==> config.mk <==
export PLATFORM = sky130hd
export DESIGN_NAME = wdt_two_stage
export DESIGN_NICKNAME = d
export VERILOG_FILES = /design/src/rtl/wdt_pkg.sv /design/src/rtl/wdt_regs.sv /design/src/rtl/wdt_counter.sv /design/src/rtl/wdt_two_stage.sv
export SDC_FILE = /design/constraint.sdc
export NUM_CORES = 1
export LEC_CHECK = 0
export BUFFER_PORTS_ARGS = -buffer_cell sky130_fd_sc_hd__buf_2
export CAP_MARGIN = 20
export CORE_ASPECT_RATIO = 1.25
export CORE_MARGIN = 2
export CORE_UTILIZATION = 45
export DETAILED_ROUTE_END_ITERATION = 16
export GPL_TIMING_DRIVEN = 0
export HOLD_SLACK_MARGIN = 0.08
export PLACE_DENSITY = 0.67
export SLEW_MARGIN = 20
export SYNTH_ARGS = -nofsm -noshare
export SYNTH_HDL_FRONTEND = slang
export SYNTH_SLANG_ARGS = --single-unit
==> constraint.sdc <==
create_clock -name clk -period 2.23 [get_ports clk]
set_input_delay 0.446 -clock clk [delete_from_list [all_inputs] [get_ports clk]]
set_output_delay 0.446 -clock clk [all_outputs]
set_load 0.02 [all_outputs]
==> src/rtl/wdt_pkg.sv <==
// Package: register offsets and field positions shared by the watchdog modules.
// Assumes 16-bit registers at even byte offsets.
package wdt_pkg;
    localparam logic [3:0] OFS_CTRL   = 4'h0;
    localparam logic [3:0] OFS_PERIOD = 4'h2;
    localparam logic [3:0] OFS_RELOAD = 4'h4;
    localparam logic [3:0] OFS_STATUS = 4'h6;
    localparam logic [3:0] OFS_COUNT  = 4'h8;

    localparam int CTRL_W       = 4;
    localparam int CTRL_HALT    = 0;
    localparam int CTRL_WDG_IE  = 1;
    localparam int CTRL_GLB_IE  = 2;
    localparam int CTRL_NO_RBT  = 3;

    localparam int STS_W        = 3;
    localparam int STS_FIRST    = 0;
    localparam int STS_SECOND   = 1;
    localparam int STS_BOOT     = 2;
endpackage

==> src/rtl/wdt_regs.sv <==
// Register file: control, period, sticky status and read mux.
// Assumes event inputs are single-cycle pulses from the countdown module.
module wdt_regs #(
    parameter int DATA_W     = 16,
    parameter int ADDR_W     = 4,
    parameter int CNT_W      = 10,
    parameter int PERIOD_MIN = 2,
    parameter int PERIOD_MAX = 613
) (
    input  logic              clk,
    input  logic              rst_n,
    input  logic              wr_en,
    input  logic              rd_en,
    input  logic [ADDR_W-1:0] addr,
    input  logic [DATA_W-1:0] wdata,
    input  logic              evt_first,
    input  logic              evt_second,
    input  logic              evt_boot,
    input  logic [CNT_W-1:0]  cnt,
    output logic              halt,
    output logic              no_reboot,
    output logic [CNT_W-1:0]  period,
    output logic              reload_stb,
    output logic              irq,
    output logic [DATA_W-1:0] rdata
);
    import wdt_pkg::*;

    logic [CTRL_W-1:0] ctrl_q;
    logic [STS_W-1:0]  sts_q;
    logic [STS_W-1:0]  sts_set;
    logic [STS_W-1:0]  sts_clr;
    logic [CNT_W-1:0]  wr_period_val;
    logic              wr_ctrl, wr_period, wr_sts, period_ok;
    logic              unused_wdata_hi;

    // Decode write strobes per register.
    always_comb begin
        wr_ctrl    = wr_en && (addr == ADDR_W'(OFS_CTRL));
        wr_period  = wr_en && (addr == ADDR_W'(OFS_PERIOD));
        wr_sts     = wr_en && (addr == ADDR_W'(OFS_STATUS));
        reload_stb = wr_en && (addr == ADDR_W'(OFS_RELOAD));
    end

    assign wr_period_val   = wdata[CNT_W-1:0];
    assign period_ok       = (wr_period_val >= CNT_W'(PERIOD_MIN)) &&
                             (wr_period_val <= CNT_W'(PERIOD_MAX));
    assign unused_wdata_hi = ^wdata[DATA_W-1:CNT_W];

    // Control register; comes up halted.
    always_ff @(posedge clk) begin
        if (!rst_n)       ctrl_q <= CTRL_W'(1) << CTRL_HALT;
        else if (wr_ctrl) ctrl_q <= wdata[CTRL_W-1:0];
    end

    // Period register; out-of-range writes are dropped.
    always_ff @(posedge clk) begin
        if (!rst_n)                       period <= CNT_W'(PERIOD_MAX);
        else if (wr_period && period_ok)  period <= wr_period_val;
    end

    // Sticky status: hardware sets win over write-one-to-clear.
    always_comb begin
        sts_set              = '0;
        sts_set[STS_FIRST]   = evt_first;
        sts_set[STS_SECOND]  = evt_second;
        sts_set[STS_BOOT]    = evt_boot;
        sts_clr              = wr_sts ? wdata[STS_W-1:0] : '0;
    end

    // Status register update.
    always_ff @(posedge clk) begin
        if (!rst_n) sts_q <= '0;
        else        sts_q <= (sts_q & ~sts_clr) | sts_set;
    end

    // Registered read mux.
    always_ff @(posedge clk) begin
        if (!rst_n) rdata <= '0;
        else if (rd_en) begin
            case (addr)
                ADDR_W'(OFS_CTRL):   rdata <= DATA_W'(ctrl_q);
                ADDR_W'(OFS_PERIOD): rdata <= DATA_W'(period);
                ADDR_W'(OFS_STATUS): rdata <= DATA_W'(sts_q);
                ADDR_W'(OFS_COUNT):  rdata <= DATA_W'(cnt);
                default:             rdata <= '0;
            endcase
        end
    end

    assign halt      = ctrl_q[CTRL_HALT];
    assign no_reboot = ctrl_q[CTRL_NO_RBT];
    assign irq       = sts_q[STS_FIRST] & ctrl_q[CTRL_WDG_IE] & ctrl_q[CTRL_GLB_IE];

    AST_PERIOD_LEGAL: assert property (@(posedge clk) disable iff (!rst_n)
        (period >= CNT_W'(PERIOD_MIN)) && (period <= CNT_W'(PERIOD_MAX)));
    AST_W1C_CLEARS: assert property (@(posedge clk) disable iff (!rst_n)
        (wr_sts && wdata[STS_FIRST] && !evt_first) |=> !sts_q[STS_FIRST]);
    AST_STATUS_STICKY: assert property (@(posedge clk) disable iff (!rst_n)
        (sts_q[STS_SECOND] && !wr_sts) |=> sts_q[STS_SECOND]);
endmodule

==> src/rtl/wdt_counter.sv <==
// Countdown and two-stage expiry tracking.
// Assumes period is never below 2, so expiries are never back to back.
module wdt_counter #(
    parameter int CNT_W      = 10,
    parameter int PERIOD_MAX = 613
) (
    input  logic             clk,
    input  logic             rst_n,
    input  logic             tick_en,
    input  logic             halt,
    input  logic             reload,
    input  logic             no_reboot,
    input  logic [CNT_W-1:0] period,
    output logic [CNT_W-1:0] cnt,
    output logic             evt_first,
    output logic             evt_second,
    output logic             evt_boot,
    output logic             rst_req
);
    logic stage2_q;
    logic expire;

    // An expiry is an enabled tick arriving with the count at its floor.
    assign expire     = tick_en && !halt && !reload && (cnt <= CNT_W'(1));
    assign evt_first  = expire && !stage2_q;
    assign evt_second = expire && stage2_q;
    assign evt_boot   = evt_second && !no_reboot;

    // Count and stage state; reload has priority over ticking.
    always_ff @(posedge clk) begin
        if (!rst_n) begin
            cnt      <= CNT_W'(PERIOD_MAX);
            stage2_q <= 1'b0;
        end else if (reload) begin
            cnt      <= period;
            stage2_q <= 1'b0;
        end else if (tick_en && !halt) begin
            if (expire) begin
                cnt      <= period;
                stage2_q <= !stage2_q;
            end else begin
                cnt      <= cnt - 1'b1;
            end
        end
    end

    // One-cycle reset request after an ungated second expiry.
    always_ff @(posedge clk) begin
        if (!rst_n) rst_req <= 1'b0;
        else        rst_req <= evt_boot;
    end

    AST_HALT_HOLDS: assert property (@(posedge clk) disable iff (!rst_n)
        (halt && !reload) |=> $stable(cnt));
    AST_RELOAD_LOADS: assert property (@(posedge clk) disable iff (!rst_n)
        reload |=> (cnt == $past(period)));
    AST_CNT_IN_RANGE: assert property (@(posedge clk) disable iff (!rst_n)
        (cnt >= CNT_W'(1)) && (cnt <= CNT_W'(PERIOD_MAX)));
    AST_RST_ONE_CYCLE: assert property (@(posedge clk) disable iff (!rst_n)
        rst_req |=> !rst_req);
    AST_NO_REBOOT_GATES: assert property (@(posedge clk) disable iff (!rst_n)
        rst_req |-> !$past(no_reboot));
endmodule

==> src/rtl/wdt_two_stage.sv <==
// Top: two-stage watchdog with register port, interrupt and reset request.
// Assumes tick_en is a synchronous single-cycle enable from a prescaler.
module wdt_two_stage #(
    parameter int DATA_W     = 16,
    parameter int ADDR_W     = 4,
    parameter int CNT_W      = 10,
    parameter int PERIOD_MIN = 2,
    parameter int PERIOD_MAX = 613
) (
    input  logic              clk,
    input  logic              rst_n,
    input  logic              tick_en,
    input  logic              wr_en,
    input  logic              rd_en,
    input  logic [ADDR_W-1:0] addr,
    input  logic [DATA_W-1:0] wdata,
    output logic [DATA_W-1:0] rdata,
    output logic              irq,
    output logic              rst_req
);
    logic             halt, no_reboot, reload_stb;
    logic             evt_first, evt_second, evt_boot;
    logic [CNT_W-1:0] period, cnt;

    wdt_regs #(
        .DATA_W(DATA_W), .ADDR_W(ADDR_W), .CNT_W(CNT_W),
        .PERIOD_MIN(PERIOD_MIN), .PERIOD_MAX(PERIOD_MAX)
    ) u_regs (
        .clk(clk), .rst_n(rst_n), .wr_en(wr_en), .rd_en(rd_en),
        .addr(addr), .wdata(wdata),
        .evt_first(evt_first), .evt_second(evt_second), .evt_boot(evt_boot),
        .cnt(cnt), .halt(halt), .no_reboot(no_reboot), .period(period),
        .reload_stb(reload_stb), .irq(irq), .rdata(rdata)
    );

    wdt_counter #(
        .CNT_W(CNT_W), .PERIOD_MAX(PERIOD_MAX)
    ) u_counter (
        .clk(clk), .rst_n(rst_n), .tick_en(tick_en), .halt(halt),
        .reload(reload_stb), .no_reboot(no_reboot), .period(period),
        .cnt(cnt), .evt_first(evt_first), .evt_second(evt_second),
        .evt_boot(evt_boot), .rst_req(rst_req)
    );
endmodule

==> impl_metrics.csv <==
group,metric,value,unit
die,die_w,65.71,um
clock_network,htree_levels,2,
die,rows,28,
setup_path,required,2.39,ns
finish,fin_cells,368,
placed_design,hpwl,4.214,mm
logic_synthesis,syn_area,2142,um2
hold_path,holdPathStages,3,
clock_network,cts_made_buffers,5,
clock_network,cts_hold_buf,0,
global_routing,grt_max_degree,13,
hold_path,hp-start,"wdata[5]",
timing,fin_crit_sh,92.34,%
global_routing,grt_antenna_before_repair,0,
route,drt_iter0_drc,125,
timing,finalCriticalPeriod,2.059,ns
route,vias_per_cell,5.576,
timing,worst_hold_slack,0.3919,ns
hold_path,hold_path_end,"u_regs.period[5]$_SDFFE_PN1P_",
route,drt-total-wl,5.623,mm
logic_synthesis,ys_types,46,
timing,worst_pin_slew,0.5250,ns
setup_path,critPathArrivalTime,2.22,ns
setup_path,crit_type,"register to register",
timing,finClkSkew,0.005534,ns
setup_path,worst_setup_path_start_kind,"register",
setup_path,reg2reg_slack,0.17,ns
finish,design_area,2522,um2
setup_path,rr_endpoint,"u_counter.cnt[0]$_SDFFE_PN1P_",
power,power_density,558.9,nW/um2
clock_network,cts-root-buf,"clkbuf_8",
setup_path,rr_startpoint,"u_counter.cnt[0]$_SDFFE_PN1P_",
global_routing,track_usage,22.42,%
timing,slew_viol_final,0,
logic_synthesis,ys.flop_type,"dfxtp_1",
finish,drive_above_1_share,20.78,%
logic_synthesis,async_flop_share,0,%
finish,layout_commonest_cell,"dfxtp_1",
clock_network,clock_latency,0.30,ns
power,switchingPower,365.3,uW
power,seqPwrFrac,51.2,%
power,p_total,1.410,mW
power,p_clk_share,38.8,%
logic_synthesis,syn_avg_cell_area,8.145,um2
finish,nFillCells,460,
timing,hold_violations,0,
die,core,4659,um2
timing,setup_violations,0,
logic_synthesis,synth_cells,263,
finish,area.sequential,780.7,um2
die,ios,43,
finish,area.growth.synth_to_final,17.76,%
die,dieArea,5331,um2
finish,mostFrequentLayoutCells,"dfxtp_1, nand2_1, buf_2, inv_1, nor2_1",
timing,tns,0,ns
finish,n_antenna_cell,0,
run,cap_violations,0,
logic_synthesis,yosysWarnings,0,
die,die_h,81.14,um
outcome,status,"finished clean",
clock_network,cts_sinks,39,
setup_path,r2r_cells,8,
hold_path,hold_path_class,"primary input to register",
global_routing,gr-total-overflow,0,
power,p_leak,1.048,nW
route,wire_per_inst,15.28,um
timing,setup_ws,0.1709,ns
power,switching_share,25.91,%
route,ant_nets,0,
finish,final_nets,334,
power,combPwrFrac,10.0,%
placed_design,gp_routability_congestion,0.8824,
finish,fin_util,54.14,%
placed_design,place_worst_setup_slack,-0.1439,ns
global_routing,grt_pass1_vias,1779,
logic_synthesis,synth_seq_area_share,36.45,%
route,drc_errors,0,
clock_network,clkTransAtPathRegs,0.08,ns
logic_synthesis,synth_edf_count,0,
setup_path,end_kind,"register",
logic_synthesis,synth-seq-cells,39,
placed_design,dp.cells,356,
route,via_count,2052,
finish,multiInputGateArea,1217,um2
route,dr.pass1.iters,4,
clock_network,cts_tree,"yes",
power,vdd.ir_drop.worst,0.4268,mV
placed_design,post_dp_cell_area,2376,um2
clock_network,cts_buffer_depth,2,
setup_path,critPathMaxFanout,7,
power,p_int,1.044,mW
die,initial_core_util,45.97,%
placed_design,io_buffers,28,
global_routing,grt_pass1_wl,8.983,mm
timing,slew_headroom,64.87,%
timing,fmax,485.6,MHz
synth_stat cells, types with 3 or more instances:
master    instances  share of area, %
o22ai_1          14               4.1
nor4_1            6               1.8
a21boi_0          6               2.1
a22oi_1           6               2.1
a32oi_1           3               1.2
o221ai_1          4               1.6
and3_1            5               1.5
mux2i_1          13               6.1
buf_4             7               2.5
and2_1           11               3.2
a31o_2            4               1.6
o21a_1            3               1.1
dfxtp_1          39                36
nor2_1           18               3.2
nand3_1          10               2.3
nand2_1          33               5.8
nor3_1            5               1.2
clkbuf_1         10               1.8
o21ai_0           6               1.4
nor2b_1           3              0.88
inv_1            17               3.0
a21oi_1           4              0.93
nand2b_1          3              0.88
kinds of logic (layout without fill, tap and decap cells):
group | Yosys count | count (layout) | synth area share (%)
compound gates | 59 | 59 | 19.74
xor+xnor | 3 | 3 | 1.227
fa+ha+maj | 2 | 2 | 1.168
buf+inv | 37 | 77 | 8.178
flops | 39 | 39 | 36.45
mux | 15 | 15 | 7.126
other cells | 1 | 6 | 0.1751
simple gates | 107 | 107 | 25.93
timing repair:
action | CTS | global route
buffers inserted | 0 | 4
gates resized for setup | 0 | 3
setup endpoints to repair | 0 | 8
worst max-delay path, stage by stage, from the launching register on:
cell	delay, ns
dfxtp_1	0.49
inv_1	0.10
ha_1	0.29
nor2_2	0.20
nor4_4	0.06
buf_4	0.17
or2_4	0.26
a211oi_1	0.25
o31ai_1	0.10
flip-flops by register name, summed over array words and instances (netlist names):
name	count
u_counter.rst_req	1
u_regs.sts_q	3
u_regs.ctrl_q	4
u_regs.period	10
u_regs.rdata	10
u_counter.cnt	10
u_counter.stage2_q	1
how the worst max path moves through the flow:
stage	from	end	slack, ns	depth (start not counted)
after floorplan	addr[3]	u_regs.rdata[3]$_SDFFE_PN0P_	0.29	7
after global placement	addr[1]	u_counter.cnt[7]$_SDFFE_PN0P_	-0.15	6
after detailed placement	addr[1]	u_counter.cnt[7]$_SDFFE_PN0P_	-0.14	6
after CTS	u_counter.cnt[6]$_SDFFE_PN1P_	u_counter.cnt[0]$_SDFFE_PN1P_	0.07	5
after global routing	u_counter.cnt[0]$_SDFFE_PN1P_	u_counter.cnt[0]$_SDFFE_PN1P_	-0.004	8
final	u_counter.cnt[0]$_SDFFE_PN1P_	u_counter.cnt[0]$_SDFFE_PN1P_	0.17	8
final cells by class:
| cell class | instances | area share [%] |
|---|---|---|
| buffer | 20 | 4.415 |
| clock buffer | 7 | 3.819 |
| clock inverter | 1 | 0.2976 |
| inverter | 17 | 2.530 |
| multi-input combinational | 192 | 48.26 |
| sequential | 39 | 30.95 |
| tap | 60 | 2.976 |
| timing repair buffer | 32 | 6.746 |
power groups by stage:
| stage | sequential [mW] | combinational, mW | clock, mW |
|---|---|---|---|
| global route | 0.724 | 0.156 | 0.579 |
| detailed placement | 0.738 | 0.138 | 0 |
| floorplan | 0.735 | 0.0929 | 0 |
| global placement | 0.738 | 0.138 | 0 |
| CTS | 0.722 | 0.139 | 0.554 |
| finish | 0.722 | 0.141 | 0.546 |
metal layers:
layer | up-vias | global-route usage [%] | share of wire [%]
met5 | - | 0 | 0
met4 | 0 | 9.167 | 2.2
met2 | 64 | 37.27 | 49
met1 | 963 | 28.77 | 44
met3 | 10 | 3.601 | 4.8
li1 | 1015 | - | -
Power figures use the tool's default switching activity.
